## src/rtl/pmp_chk_pkg.sv

```systemverilog
package pmp_chk_pkg;

  typedef enum logic [1:0] {
    MODE_OFF   = 2'd0,
    MODE_TOR   = 2'd1,
    MODE_NA4   = 2'd2,
    MODE_NAPOT = 2'd3
  } match_mode_e;

  localparam logic [1:0] KIND_LOAD  = 2'd0;
  localparam logic [1:0] KIND_STORE = 2'd1;
  localparam logic [1:0] KIND_FETCH = 2'd2;

  localparam logic [1:0] PRIV_U = 2'd0;
  localparam logic [1:0] PRIV_S = 2'd1;
  localparam logic [1:0] PRIV_M = 2'd3;

  typedef struct packed {
    logic        locked;
    logic [1:0]  spare;
    match_mode_e mode;
    logic        px;
    logic        pw;
    logic        pr;
  } entry_cfg_t;

endpackage

```

## src/rtl/pmp_region_match.sv

```systemverilog
module pmp_region_match
  import pmp_chk_pkg::*;
#(
  parameter int REG_W = 32
) (
  input  logic             clk,
  input  logic             rst,
  input  match_mode_e      mode,
  input  logic [REG_W-1:0] word,
  input  logic [REG_W-1:0] this_reg,
  input  logic [REG_W-1:0] prev_reg,
  output logic             match
);

  logic [REG_W-1:0] napot_mask;
  logic [REG_W-1:0] inc_reg;

  always_comb begin
    inc_reg    = this_reg + {{(REG_W-1){1'b0}}, 1'b1};
    napot_mask = ~(this_reg ^ inc_reg);
  end

  always_comb begin
    unique case (mode)
      MODE_OFF:   match = 1'b0;
      MODE_TOR:   match = (word >= prev_reg) && (word < this_reg);
      MODE_NA4:   match = (word == this_reg);
      MODE_NAPOT: match = ((word & napot_mask) == (this_reg & napot_mask));
      default:    match = 1'b0;
    endcase
  end


  off_never_chk: assert property (@(posedge clk) disable iff (rst)
    (mode == MODE_OFF) |-> !match);


  na4_exact_chk: assert property (@(posedge clk) disable iff (rst)
    (mode == MODE_NA4 && match) |-> (word == this_reg));

endmodule

```

## src/rtl/pmp_first_hit.sv

```systemverilog
module pmp_first_hit #(
  parameter int N     = 8,
  parameter int IDX_W = 3
) (
  input  logic             clk,
  input  logic             rst,
  input  logic [N-1:0]     match,
  output logic             hit,
  output logic [IDX_W-1:0] idx
);

  always_comb begin
    idx = '0;
    for (int k = N - 1; k >= 0; k--) begin
      if (match[k]) idx = IDX_W'(k);
    end
    hit = |match;
  end


  lowest_wins_chk: assert property (@(posedge clk) disable iff (rst)
    hit |-> (match[idx] && ((match & ~({N{1'b1}} << idx)) == '0)));


  idle_idx_chk: assert property (@(posedge clk) disable iff (rst)
    !hit |-> (idx == '0));

endmodule

```

## src/rtl/pmp_perm_eval.sv

```systemverilog
module pmp_perm_eval
  import pmp_chk_pkg::*;
(
  input  logic       clk,
  input  logic       rst,
  input  logic       hit,
  input  entry_cfg_t cfg,
  input  logic       any_active,
  input  logic [1:0] priv,
  input  logic [1:0] kind,
  output logic       allow
);

  logic need;

  always_comb begin
    unique case (kind)
      KIND_LOAD:  need = cfg.pr;
      KIND_STORE: need = cfg.pw;
      KIND_FETCH: need = cfg.px;
      default:    need = 1'b0;
    endcase
  end

  always_comb begin
    if (!hit)
      allow = (priv == PRIV_M) || !any_active;
    else if ((priv == PRIV_M) && !cfg.locked)
      allow = 1'b1;
    else
      allow = need;
  end


  m_default_chk: assert property (@(posedge clk) disable iff (rst)
    (!hit && priv == PRIV_M) |-> allow);


  su_denied_chk: assert property (@(posedge clk) disable iff (rst)
    (hit && priv != PRIV_M && !need) |-> !allow);


  m_unlocked_chk: assert property (@(posedge clk) disable iff (rst)
    (hit && priv == PRIV_M && !cfg.locked) |-> allow);

endmodule

```

## src/rtl/pmp_access_check.sv

```systemverilog
module pmp_access_check
  import pmp_chk_pkg::*;
#(
  parameter int NUM_ENTRIES = 8,
  parameter int ADDR_W      = 34,
  parameter bit OUT_REG     = 1'b1,
  localparam int REG_W      = ADDR_W - 2,
  localparam int IDX_W      = $clog2(NUM_ENTRIES)
) (
  input  logic                         clk,
  input  logic                         rst,
  input  logic [ADDR_W-1:0]            req_addr,
  input  logic [1:0]                   req_kind,
  input  logic [1:0]                   req_priv,
  input  logic [8*NUM_ENTRIES-1:0]     cfg_bus,
  input  logic [REG_W*NUM_ENTRIES-1:0] addr_bus,
  output logic                         allow,
  output logic                         hit,
  output logic [IDX_W-1:0]             hit_idx
);

  entry_cfg_t             cfgs  [NUM_ENTRIES];
  logic [REG_W-1:0]       regs  [NUM_ENTRIES];
  logic [NUM_ENTRIES-1:0] match_vec;
  logic [NUM_ENTRIES-1:0] active_vec;
  logic [REG_W-1:0]       word;
  logic                   hit_c;
  logic [IDX_W-1:0]       idx_c;
  logic                   allow_c;
  entry_cfg_t             sel_cfg;

  assign word = req_addr[ADDR_W-1:2];

  for (genvar i = 0; i < NUM_ENTRIES; i++) begin : g_entry
    logic [REG_W-1:0] lower;
    assign cfgs[i]       = entry_cfg_t'(cfg_bus[8*i +: 8]);
    assign regs[i]       = addr_bus[REG_W*i +: REG_W];
    assign active_vec[i] = (cfgs[i].mode != MODE_OFF);
    if (i == 0) begin : g_first
      assign lower = '0;
    end else begin : g_rest
      assign lower = addr_bus[REG_W*(i-1) +: REG_W];
    end
    pmp_region_match #(.REG_W(REG_W)) u_match (
      .clk      (clk),
      .rst      (rst),
      .mode     (cfgs[i].mode),
      .word     (word),
      .this_reg (regs[i]),
      .prev_reg (lower),
      .match    (match_vec[i])
    );
  end

  pmp_first_hit #(.N(NUM_ENTRIES), .IDX_W(IDX_W)) u_pick (
    .clk   (clk),
    .rst   (rst),
    .match (match_vec),
    .hit   (hit_c),
    .idx   (idx_c)
  );

  assign sel_cfg = cfgs[idx_c];

  pmp_perm_eval u_perm (
    .clk        (clk),
    .rst        (rst),
    .hit        (hit_c),
    .cfg        (sel_cfg),
    .any_active (|active_vec),
    .priv       (req_priv),
    .kind       (req_kind),
    .allow      (allow_c)
  );

  if (OUT_REG) begin : g_reg
    always_ff @(posedge clk) begin
      if (rst) begin
        allow   <= 1'b0;
        hit     <= 1'b0;
        hit_idx <= '0;
      end else begin
        allow   <= allow_c;
        hit     <= hit_c;
        hit_idx <= idx_c;
      end
    end


    reg_follow_chk: assert property (@(posedge clk) disable iff (rst)
      !$past(rst) |-> (allow == $past(allow_c) && hit == $past(hit_c)));


    out_idle_chk: assert property (@(posedge clk) disable iff (rst)
      !hit |-> (hit_idx == '0));
  end else begin : g_comb
    assign allow   = allow_c;
    assign hit     = hit_c;
    assign hit_idx = idx_c;
  end

endmodule

```

## config.mk

```make
export PLATFORM = sky130hd
export DESIGN_NAME = pmp_access_check
export DESIGN_NICKNAME = d
export VERILOG_FILES = /design/src/rtl/pmp_chk_pkg.sv /design/src/rtl/pmp_region_match.sv /design/src/rtl/pmp_first_hit.sv /design/src/rtl/pmp_perm_eval.sv /design/src/rtl/pmp_access_check.sv
export SDC_FILE = /design/constraint.sdc
export NUM_CORES = 1
export LEC_CHECK = 0
export CORE_ASPECT_RATIO = 0.75
export CORE_MARGIN = 2
export CORE_UTILIZATION = 45
export DETAILED_ROUTE_END_ITERATION = 12
export DONT_BUFFER_PORTS = 1
export GPL_ROUTABILITY_DRIVEN = 1
export PLACE_DENSITY = 0.59
export SLEW_MARGIN = 0
export SYNTH_ARGS = -nofsm -noshare
export SYNTH_HDL_FRONTEND = slang
export SYNTH_SLANG_ARGS = --single-unit
```

## constraint.sdc

```tcl
create_clock -name clk -period 9.3 [get_ports clk]
set_input_delay 0.93 -clock clk [delete_from_list [all_inputs] [get_ports clk]]
set_output_delay 0.93 -clock clk [all_outputs]
set_load 0.1 [all_outputs]
```

==> results by group <==
Status
  • Status: complete, no violations

STA
  • Slew @ Worst Pin: 0.9807 ns
  • Max transition margin: 34.53%
  • Period minus WS final: about 7.1 ns
  • Setup ws final: 2.162 ns
  • Fmax: 0.1401 GHz
  • Fin crit share: 76.75%
  • Setup TNS Final: 0 ns
  • # setup viols final: 0
  • Slew Limit Fails: 0
  • Fin. Hold Viols: 0
  • RSZ-0062 raised after global routing: no

CTS
  • CTS tree: yes
  • H-tree levels: 1
  • CTS Sinks: 5
  • Post-CTS Setup Inserts: 0
  • Clock transition at path regs: 0.03 ns
  • # hold bufs at CTS: 0
  • Bufs on Longest Clock Path: 2
  • CTS buffer count: 3
  • Root Driver: clkbuf_16
  • Post_cts resized: 0

Worst hold path
  • Hold EP: hit_idx[1]
  • Worst hold stages: 1
  • Worst Hold Class: input port to register
  • Hold path start: rst

Pwr
  • Power Density: approximately 43 nW/um^2
  • Leakage: about 8.7 nW
  • VDD IR-drop max: 0.04255 mV

Logic synthesis
  • Cell Area, Synth: 18290 sq um
  • Syn nets: 3385
  • Top post-synthesis cells by area: ha_1 35%, xor2_1 12%, xnor2_1 8.3%
  • Syn Area/Cell: around 7.3 sq um
  • Mapped Cells: about 2500
  • YS warnings: 0
  • Primary FF master, synth: dfxtp_1
  • Post-synth ARST share: 0%
  • #FFs+latches synth: 5
  • Area share of the largest cell type after synthesis: between 30% and 40%
  • Synth area leader: ha_1
  • Netlist cell types: 76
  • Sequential cell area fraction in the yosys report: less than 1%
  • Number of synthesized flops with an enable pin: 0

Routing
  • Vias/cell: 5.986
  • Total wire length: about 70000 um
  • DR pass1 iterations: 7
  • DR iter-0 viols: 1292
  • Routed vias: 18138
  • Post-route ant nets: 0
  • DRC violations left: 0
  • Drt wl/cell: 23.16 um

Setup path
  • CP endpoint kind: register
  • Critical Path Fanout Max: 7
  • Critical path arrival: 7.24 ns
  • Worst path required time: about 9.4 ns
  • Crit path from: addr_bus[96]
  • Critical path startpoint category: input port
  • Critical path type: input port to register

Final layout
  • Area growth from synthesis to layout: 3.673%
  • Multi-input combinational cell area: 16790 sq um
  • Share of cells above drive strength 1: 1.076%
  • Fill count: between 4000 and 5000
  • Final instance area: 18960 sq um
  • Storage cell area: 100.1 sq um
  • N_diodes: 0
  • Nets: 3377

Global routing
  • Gr ovfl total: 0
  • First-pass GRT wire length: 102800 um
  • Initial antenna violation count: 2
  • All-Layer GR Usage: 32.10%
  • Pin count of the biggest net entering global routing: 19
  • Vias in the first global route: approximately 17000

Placed design
  • Dpl hpwl: 57630 um
  • Buffers on Ports: 0
  • Placed Area: 18890 sq um
  • Dpl ws: 2.129 ns
  • Global placer's final weighted congestion: just over 0.9

Floorplanning
  • # IOs: ~370
  • Die Wd: 236.8 um
  • Die Span Y: between 150 and 200 um
  • Die area: 42300 sq um
  • Core Region: around 40000 sq um
  • Starting Density: 45.95%
  • Rows: 63

Flow run
  • # Max-Cap Violations: 0
[final cells by class]
cell class	count	area share (%)
Multi-Input combinational cell	2142	88.52
Inverter	359	7.106
Tap cell	520	3.431
Sequential cell	5	0.5278
Clock buffer	4	0.4157
[worst max-delay path by stage]
stage	to	slack, ns	cells after the start
floorplan	allow	3.23	27
global placement	allow	2.13	27
detailed placement	allow	2.13	27
CTS	allow	2.31	27
global route	allow	1.71	27
finish	allow	2.16	27
[metal layers]
metal / GRT usage [%] / vias up / share of wire [%]
met1: 43.86 / 8544 / 45
met5: 0 / - / 0
met3: 7.103 / 72 / 10
li1: - / 8894 / -
met4: 6.013 / 0 / 2.1
met2: 51.90 / 628 / 43
[where the power goes]
| part | leakage [nW] | switching [mW] | internal (mW) |
|---|---|---|---|
| Sequential | 0.0412 | 0.0172 | 0.0238 |
| Clock | 0.0382 | 0.0141 | 0.0568 |
| Combinational | 8.64 | 0.375 | 0.333 |
[cells by family after synthesis]
logic type               Yosys count  synth area share, %
buffers and inverters            372                7.681
AND/OR/NAND/NOR                  879                24.98
adder cells (fa/ha/maj)          506                34.61
multiplexers                      12               0.6977
XOR/XNOR                         426                20.40
flip-flops                         5               0.5472
AO/OA/AOI/OAI                    319                11.09
[per-stage QoR]
stage	hold slack [ns]	power, mW	cells	utilization, %
2_1_floorplan	1.002	0.6058	2519	-
3_3_place_gp	1.006	0.7130	3026	47.44
3_5_place_dp	1.007	0.7413	3026	47.44
4_1_cts	0.7729	0.8171	3030	47.64
5_1_grt	0.7772	0.9194	3030	47.64
6_report	0.7770	0.8193	3030	47.64
[synthesized netlist by cell type, drive strengths merged, types with 47 or more instances]
cell,instances
nand4,131
xnor2,174
nand3,103
inv,359
nor2,96
nand2,268
or3,47
a21oi,115
nor3,64
o21ai,76
xor2,252
ha,506
[state kept, by name (all words and copies together), names as in the netlist]
signal,count
hit_idx,3
allow,1
hit,1
[critical path, stage by stage]
cell,delay [ns]
and4_1,0.25
nand4_1,0.16
nor2_1,0.28
and4_1,0.32
and4_1,0.26
nand3_1,0.16
nor2_1,0.20
nand3_1,0.13
nor2_1,0.25
and4_1,0.28
and3_1,0.22
and4_1,0.31
nand3_1,0.10
ha_1,0.29
xnor2_1,0.15
o21a_1,0.17
nor4b_1,0.37
nand4_1,0.13
nor4_1,0.46
o21ai_2,0.15
o211ai_1,0.22
or3_1,0.35
nor2_4,0.12
mux2_4,0.32
o2111ai_1,0.20
o311ai_1,0.13
o31a_1,0.33
[layout by cell type (no fill, tap or decap), drive strengths merged, types with 25 or more instances in the layout]
master and n:
ha 506, inv 359, nand2 268, xor2 252, xnor2 174, nand4 131
a21oi 115, nand3 103, nor2 96, o21ai 76, nor3 64, or3 47
nor4 43, and3 25, a21o 25
(Power assumes the default switching activity.)
